$ cat src/rtl/uart_txq_pkg.sv
package uart_txq_pkg;

  typedef enum logic [1:0] {
    CMD_NONE    = 2'd0,
    CMD_ENABLE  = 2'd1,
    CMD_DISABLE = 2'd2,
    CMD_RESET   = 2'd3
  } txq_cmd_e;

  // Resolve simultaneous commands: reset over disable over enable.
  function automatic txq_cmd_e pick_cmd(logic en, logic dis, logic rst);
    if (rst)      return CMD_RESET;
    else if (dis) return CMD_DISABLE;
    else if (en)  return CMD_ENABLE;
    else          return CMD_NONE;
  endfunction

  // Circular index advance for any depth.
  function automatic int unsigned wrap_inc(int unsigned idx, int unsigned depth);
    return (idx + 1 == depth) ? 0 : idx + 1;
  endfunction

  // Occupancy after one cycle.
  function automatic int unsigned level_step(int unsigned lvl, logic push,
                                             logic pop, logic flush);
    int unsigned r;
    if (flush) return 0;
    r = lvl;
    if (push) r = r + 1;
    if (pop)  r = r - 1;
    return r;
  endfunction

endpackage

$ cat src/rtl/uart_txq_fifo.sv
module uart_txq_fifo #(
  parameter int DEPTH = 8,
  parameter int WIDTH = 8,
  localparam int AW = (DEPTH > 1) ? $clog2(DEPTH) : 1,
  localparam int LW = $clog2(DEPTH + 1)
) (
  input  logic             clk,
  input  logic             rst_n,
  input  logic             flush,
  input  logic             push,
  input  logic [WIDTH-1:0] push_data,
  input  logic             pop,
  output logic [WIDTH-1:0] head_data,
  output logic [LW-1:0]    level,
  output logic [LW-1:0]    level_nx
);
  import uart_txq_pkg::*;

  logic [AW-1:0]    wr_q, rd_q;
  logic [WIDTH-1:0] slot_w [DEPTH];
  logic             do_push, do_pop;

  assign do_push = push && !flush;
  assign do_pop  = pop && !flush;

  for (genvar i = 0; i < DEPTH; i++) begin : g_slot
    logic [WIDTH-1:0] q;
    always_ff @(posedge clk) begin
      if (do_push && wr_q == AW'(i)) q <= push_data;
    end
    assign slot_w[i] = q;
  end

  assign head_data = slot_w[rd_q];
  assign level_nx  = LW'(level_step(int'(level), do_push, do_pop, flush));

  always_ff @(posedge clk or negedge rst_n) begin
    if (!rst_n) begin
      wr_q  <= '0;
      rd_q  <= '0;
      level <= '0;
    end else begin
      level <= level_nx;
      if (flush) begin
        wr_q <= '0;
        rd_q <= '0;
      end else begin
        if (do_push) wr_q <= AW'(wrap_inc(int'(wr_q), DEPTH));
        if (do_pop)  rd_q <= AW'(wrap_inc(int'(rd_q), DEPTH));
      end
    end
  end

endmodule

$ cat src/rtl/uart_txq_ctrl.sv
module uart_txq_ctrl
  import uart_txq_pkg::*;
(
  input  logic     clk,
  input  logic     rst_n,
  input  txq_cmd_e cmd,
  input  logic     sh_done,
  input  logic     q_empty,
  output logic     enabled,
  output logic     busy,
  output logic     pend_dis,
  output logic     load_fire,
  output logic     start_ev,
  output logic     stop_ev,
  output logic     done_idle
);
  logic is_rst, is_dis, is_en;
  logic finishing, dis_defer, dis_now, done_exec;

  assign is_rst = (cmd == CMD_RESET);
  assign is_dis = (cmd == CMD_DISABLE);
  assign is_en  = (cmd == CMD_ENABLE);

  assign load_fire = enabled && !busy && !q_empty && !is_rst;
  assign finishing = busy && sh_done;

  // A disable waits while a character is on the line or being loaded now.
  assign dis_defer = is_dis && enabled && ((busy && !sh_done) || load_fire);
  assign dis_now   = is_dis && enabled && !dis_defer;
  assign done_exec = finishing && pend_dis && !is_rst && !dis_now;

  assign start_ev  = is_en && !enabled;
  assign stop_ev   = dis_now || done_exec;
  assign done_idle = finishing && !pend_dis && !is_rst && !dis_now;

  always_ff @(posedge clk or negedge rst_n) begin
    if (!rst_n) begin
      enabled  <= 1'b0;
      busy     <= 1'b0;
      pend_dis <= 1'b0;
    end else if (is_rst) begin
      enabled  <= 1'b0;
      busy     <= 1'b0;
      pend_dis <= 1'b0;
    end else begin
      if (load_fire)      busy <= 1'b1;
      else if (sh_done)   busy <= 1'b0;

      if (stop_ev)        enabled <= 1'b0;
      else if (start_ev)  enabled <= 1'b1;

      if (stop_ev)        pend_dis <= 1'b0;
      else if (dis_defer) pend_dis <= 1'b1;
    end
  end

endmodule

$ cat src/rtl/uart_txq_flags.sv
module uart_txq_flags #(
  parameter int DEPTH = 8,
  localparam int LW = $clog2(DEPTH + 1)
) (
  input  logic          clk,
  input  logic          rst_n,
  input  logic          flush,
  input  logic          start_ev,
  input  logic          stop_ev,
  input  logic          enabled,
  input  logic          push,
  input  logic          done_idle,
  input  logic [LW-1:0] level_nx,
  output logic          tx_ready,
  output logic          tx_empty
);
  logic has_room, none_left;

  assign has_room  = level_nx < LW'(DEPTH);
  assign none_left = level_nx == '0;

  always_ff @(posedge clk or negedge rst_n) begin
    if (!rst_n) begin
      tx_ready <= 1'b0;
      tx_empty <= 1'b0;
    end else begin
      if (flush || stop_ev)          tx_ready <= 1'b0;
      else if (start_ev || enabled)  tx_ready <= has_room;
      else                           tx_ready <= 1'b0;

      if (flush || stop_ev || push)  tx_empty <= 1'b0;
      else if (start_ev)             tx_empty <= none_left;
      else if (done_idle && none_left) tx_empty <= 1'b1;
    end
  end

endmodule

$ cat src/rtl/uart_txq.sv
module uart_txq #(
  parameter int DEPTH = 8,
  parameter int WIDTH = 8
) (
  input  logic             clk,
  input  logic             rst_n,
  input  logic             wr_valid,
  input  logic [WIDTH-1:0] wr_data,
  input  logic             cmd_enable,
  input  logic             cmd_disable,
  input  logic             cmd_reset,
  input  logic             sh_done,
  output logic             sh_load,
  output logic [WIDTH-1:0] sh_data,
  output logic             tx_ready,
  output logic             tx_empty,
  output logic             tx_enabled
);
  import uart_txq_pkg::*;

  localparam int LW = $clog2(DEPTH + 1);

  txq_cmd_e      cmd;
  logic          flush, wr_accept, load_fire, busy, pend_dis;
  logic          start_ev, stop_ev, done_idle;
  logic [LW-1:0] fifo_level, fifo_level_nx;

  assign cmd       = pick_cmd(cmd_enable, cmd_disable, cmd_reset);
  assign flush     = (cmd == CMD_RESET);
  assign wr_accept = wr_valid && tx_ready && !flush;
  assign sh_load   = load_fire;

  uart_txq_fifo #(.DEPTH(DEPTH), .WIDTH(WIDTH)) u_fifo (
    .clk(clk), .rst_n(rst_n), .flush(flush), .push(wr_accept),
    .push_data(wr_data), .pop(load_fire), .head_data(sh_data),
    .level(fifo_level), .level_nx(fifo_level_nx)
  );

  uart_txq_ctrl u_ctrl (
    .clk(clk), .rst_n(rst_n), .cmd(cmd), .sh_done(sh_done),
    .q_empty(fifo_level == '0), .enabled(tx_enabled), .busy(busy),
    .pend_dis(pend_dis), .load_fire(load_fire), .start_ev(start_ev),
    .stop_ev(stop_ev), .done_idle(done_idle)
  );

  uart_txq_flags #(.DEPTH(DEPTH)) u_flags (
    .clk(clk), .rst_n(rst_n), .flush(flush), .start_ev(start_ev),
    .stop_ev(stop_ev), .enabled(tx_enabled), .push(wr_accept),
    .done_idle(done_idle), .level_nx(fifo_level_nx),
    .tx_ready(tx_ready), .tx_empty(tx_empty)
  );

endmodule

$ cat config.mk
export PLATFORM = sky130hd
export DESIGN_NAME = uart_txq
export DESIGN_NICKNAME = d
export VERILOG_FILES = /design/src/rtl/uart_txq_pkg.sv /design/src/rtl/uart_txq_fifo.sv /design/src/rtl/uart_txq_ctrl.sv /design/src/rtl/uart_txq_flags.sv /design/src/rtl/uart_txq.sv
export SDC_FILE = /design/constraint.sdc
export NUM_CORES = 1
export LEC_CHECK = 0
export BUFFER_PORTS_ARGS = -buffer_cell sky130_fd_sc_hd__buf_2
export CAP_MARGIN = 25
export CORE_MARGIN = 2
export CORE_UTILIZATION = 30
export DETAILED_ROUTE_END_ITERATION = 12
export HOLD_SLACK_MARGIN = 0.05
export PLACE_DENSITY = 0.55
export SYNTH_ARGS = -nofsm -noshare
export SYNTH_HDL_FRONTEND = slang
export SYNTH_SLANG_ARGS = --single-unit
$ cat constraint.sdc
create_clock -name clk -period 2 [get_ports clk]
set_clock_uncertainty 0.05 [all_clocks]
set_input_delay 0.1 -clock clk [delete_from_list [all_inputs] [get_ports clk]]
set_output_delay 0.1 -clock clk [all_outputs]
set_load 0.01 [all_outputs]
==> impl_metrics.yaml <==
sta:
  slew_headroom: 0.616
  finalMaxSlewViolations: 0
  final_hold_viol_count: 0
  fin_crit_ns: 1.98
  clock.fmax_mhz: 504
  setup_violations: 0
  fin_crit_sh: 0.992
  rsz0062_at_grt: "true"
  hold_slack_ns: 0.0806
  worst_pin_slew_ns: 0.577
status:
  status: "completed"
synthesis:
  ys_ff_latch: 79
  ys_async_sr_fraction: 0.190
  syn_nets: 225
  ys_types: 45
  syn_area_per_cell_um2: 17.0
  postSynthCellCount: 201
  synth_area_um2: 3410
  synth_edf_count: 64
  yosysSeqAreaShare: 0.674
  synth_warnings: 0
  ys.flop_type: "edfxtp_1"
cts:
  insertion_delay_ns: 0.33
  numCtsBuffers: 9
  cts_buffer_depth: 2
  clkTransAtPathRegs_ns: 0.06
  cts_tree: "built"
  cts_root_buf: "clkbuf_16"
  clock-sinks: 79
  h-tree-depth: 3
floorplan:
  start_util: 0.310
  rows: 38
  die_w_um: 111
  fp.coreArea_um2: 11000
  ios: 27
  dieHeight_um: 111
  dieArea_um2: 12200
place:
  hpwlAfterDp_mm: 3.93
  place_inst: 375
  dpl_cell_area_um2: 3800
  gp_congestion: 0.720
  port_buffers: 26
worst_hold_path:
  min_path_type: "in -> reg"
setup_path:
  cp_data_arrival_time_ns: 1.83
  path_class: "reg -> out"
  worst_setup_path_start_kind: "flip-flop"
  path_delay_family: "multiplexers"
  max_stage_delay_ns: 0.52
  required_ns: 1.85
  critPathBufInv: 2
  cp_slowest_cell: "mux4_2"
  cp-end-kind: "output port"
  crit_fanout: 9
  path_cells: "buf_12 -> mux4_2 -> mux2_4 -> buf_6"
global_route:
  grt_usage: 0.106
  grt_start_max_net_pins: 20
  grt_pass1_wl_mm: 9.94
  overflow: 0
  antenna_found_initial: 0
  grt_pass1_vias: 1895
final_layout:
  final_cell_area_um2: 4320
  drive_gt1_frac: 0.357
  antennaDiodeCount: 0
  finalNonFillerCells: 406
  area_growth_pct: 26.9
  layout.nets: 285
detailed_routing:
  vias_per_cell: 4.58
  drtIter0Drc: 79
  wl_per_cell_um: 15.3
  first_pass_iters: 4
  route.antenna.remaining_nets: 0
  vias: 1859
  post-route-drc-count: 0
  finalWirelength_mm: 6.21
power_and_ir_drop:
  power_frac_comb: 0.042
  p_seq_frac: 0.511
  p_sw_mw: 0.768
  p_sw_frac: 0.219
  clkPwrFrac: 0.447
  power_density_nw_per_um2: 812
  leakagePower_nw: 1.59
  ir_worst_vdd_v: 0.000435
  internal_power_mw: 2.74
job:
  maxCapViolations: 0
[worst min-delay path, stage by stage]
cell	delay [ns]
buf_2	0.09
nor3b_1	0.06
o21a_1	0.17
[kinds of logic after synthesis]
family	count (synthesis)	synth area share
AOI/OAI and AO/OA	15	0.0334
and+or+nand+nor	50	0.0819
buffers and inverters	14	0.0195
muxes	25	0.135
DFF	79	0.674
adders and majority gates	9	0.0330
xor gates and xnor gates	9	0.0231
[what timing repair did]
action / 4_1_cts / 5_1_grt
buffers inserted: 1 / 1
hold buffers: 12 / 0
resized for setup: 9 / 4
gates cloned: 0 / 1
hold endpoints to repair: 83 / 0
setup endpoints to repair: 9 / 9
[flip-flops by register name, indices dropped and copies added, names as in the netlist]
signal	count
u_fifo.g_slot.q	64
u_fifo.level	4
u_fifo.rd_q	3
u_fifo.wr_q	3
u_ctrl.busy	1
u_ctrl.enabled	1
u_ctrl.pend_dis	1
u_flags.tx_empty	1
u_flags.tx_ready	1
[per-stage QoR]
step | utilization | setup TNS [ns] | power [mW] | setup WS, ns
3_3_place_gp | 0.346 | 0 | 1.95 | 0.0593
4_1_cts | 0.389 | -0.0746 | 3.57 | -0.0271
6_report | 0.394 | 0 | 3.51 | 0.0167
2_1_floorplan | - | 0 | 1.89 | 0.0216
3_5_place_dp | 0.346 | 0 | 1.95 | 0.00772
5_1_grt | 0.394 | -0.262 | 3.65 | -0.0486
[cell usage after synthesis, drive strengths merged (3+ instances only)]
master   n  area [um2]
clkbuf   3        12.5
inv      6        22.5
and3     6        37.5
a21oi    5        28.8
mux2     8        90.1
nor2    16        62.6
mux4    16         360
dfrtp   15         375
nand4    4        25.0
nand2    7        26.3
ha       9         113
xnor2    7        61.3
nand2b   3        26.3
buf      5        31.3
edfxtp  64        1920
[power groups by stage]
stage / Sequential, mW / Combinational [mW] / Clock [mW]
6_report: 1.80 / 0.147 / 1.57
5_1_grt: 1.80 / 0.165 / 1.69
4_1_cts: 1.79 / 0.146 / 1.63
3_5_place_dp: 1.83 / 0.123 / 0
3_3_place_gp: 1.83 / 0.121 / 0
2_1_floorplan: 1.83 / 0.0607 / 0
[worst paths after layout]
| path | startpoint | to | slack (ns) | cells past startpoint |
|---|---|---|---|---|
| min | cmd_disable | u_ctrl.enabled | 0.08 | 3 |
| min reg2reg | u_ctrl.pend_dis | u_ctrl.pend_dis | 0.50 | 1 |
| min in group asynchronous | rst_n | u_fifo.rd_q[1] | 0.16 | 2 |
| max reg2reg | u_fifo.level[0] | u_flags.tx_empty | 0.09 | 8 |
| max | u_fifo.rd_q[0] | sh_data[6] | 0.02 | 4 |
| max in group asynchronous | rst_n | u_fifo.rd_q[0] | 1.47 | 2 |
[cell usage in the layout (no fill, tap or decap), drive strengths merged]
cell type,Yosys,routed
nand3b,1,1
nor3b,2,2
clkinvlp,0,1
mux2,8,8
buf,5,44
a22o,1,1
xnor2,7,7
nand4,4,4
o31a,1,1
o21ai,1,1
nor2,16,16
clkbuf,3,10
o21a,2,2
nand4b,1,1
o211ai,1,1
or2,1,1
mux2i,1,1
a21oi,5,5
dfrtp,15,15
a2bb2oi,1,1
nand2b,3,3
ha,9,9
inv,6,12
and3,6,6
nor3,2,2
nor2b,2,2
nand2,7,7
mux4,16,16
edfxtp,64,64
a311o,1,1
and2,2,2
nor4,1,1
dlygate4sd3,0,12
o2111ai,1,1
xor2,2,2
nand3,2,2
o31ai,1,1
[metal layers]
layer / wire length (um) / GRT usage / up-vias
met3: 192 / 0.0351 / 2
met2: 3060 / 0.171 / 27
met5: 0 / 0 / -
met4: 48 / 0.0350 / 0
li1: - / - / 897
met1: 2910 / 0.135 / 933
[cell type report]
class                   count  area, um2
well taps                 140        175
clock buffers               9        225
clock inverters             7       70.1
flip-flops and latches     79       2300
multi-input cells         108       1070
fillers                  1009       6660
repair buffers             57        467
inverters                   6       22.5
(Power assumes the default switching activity.)
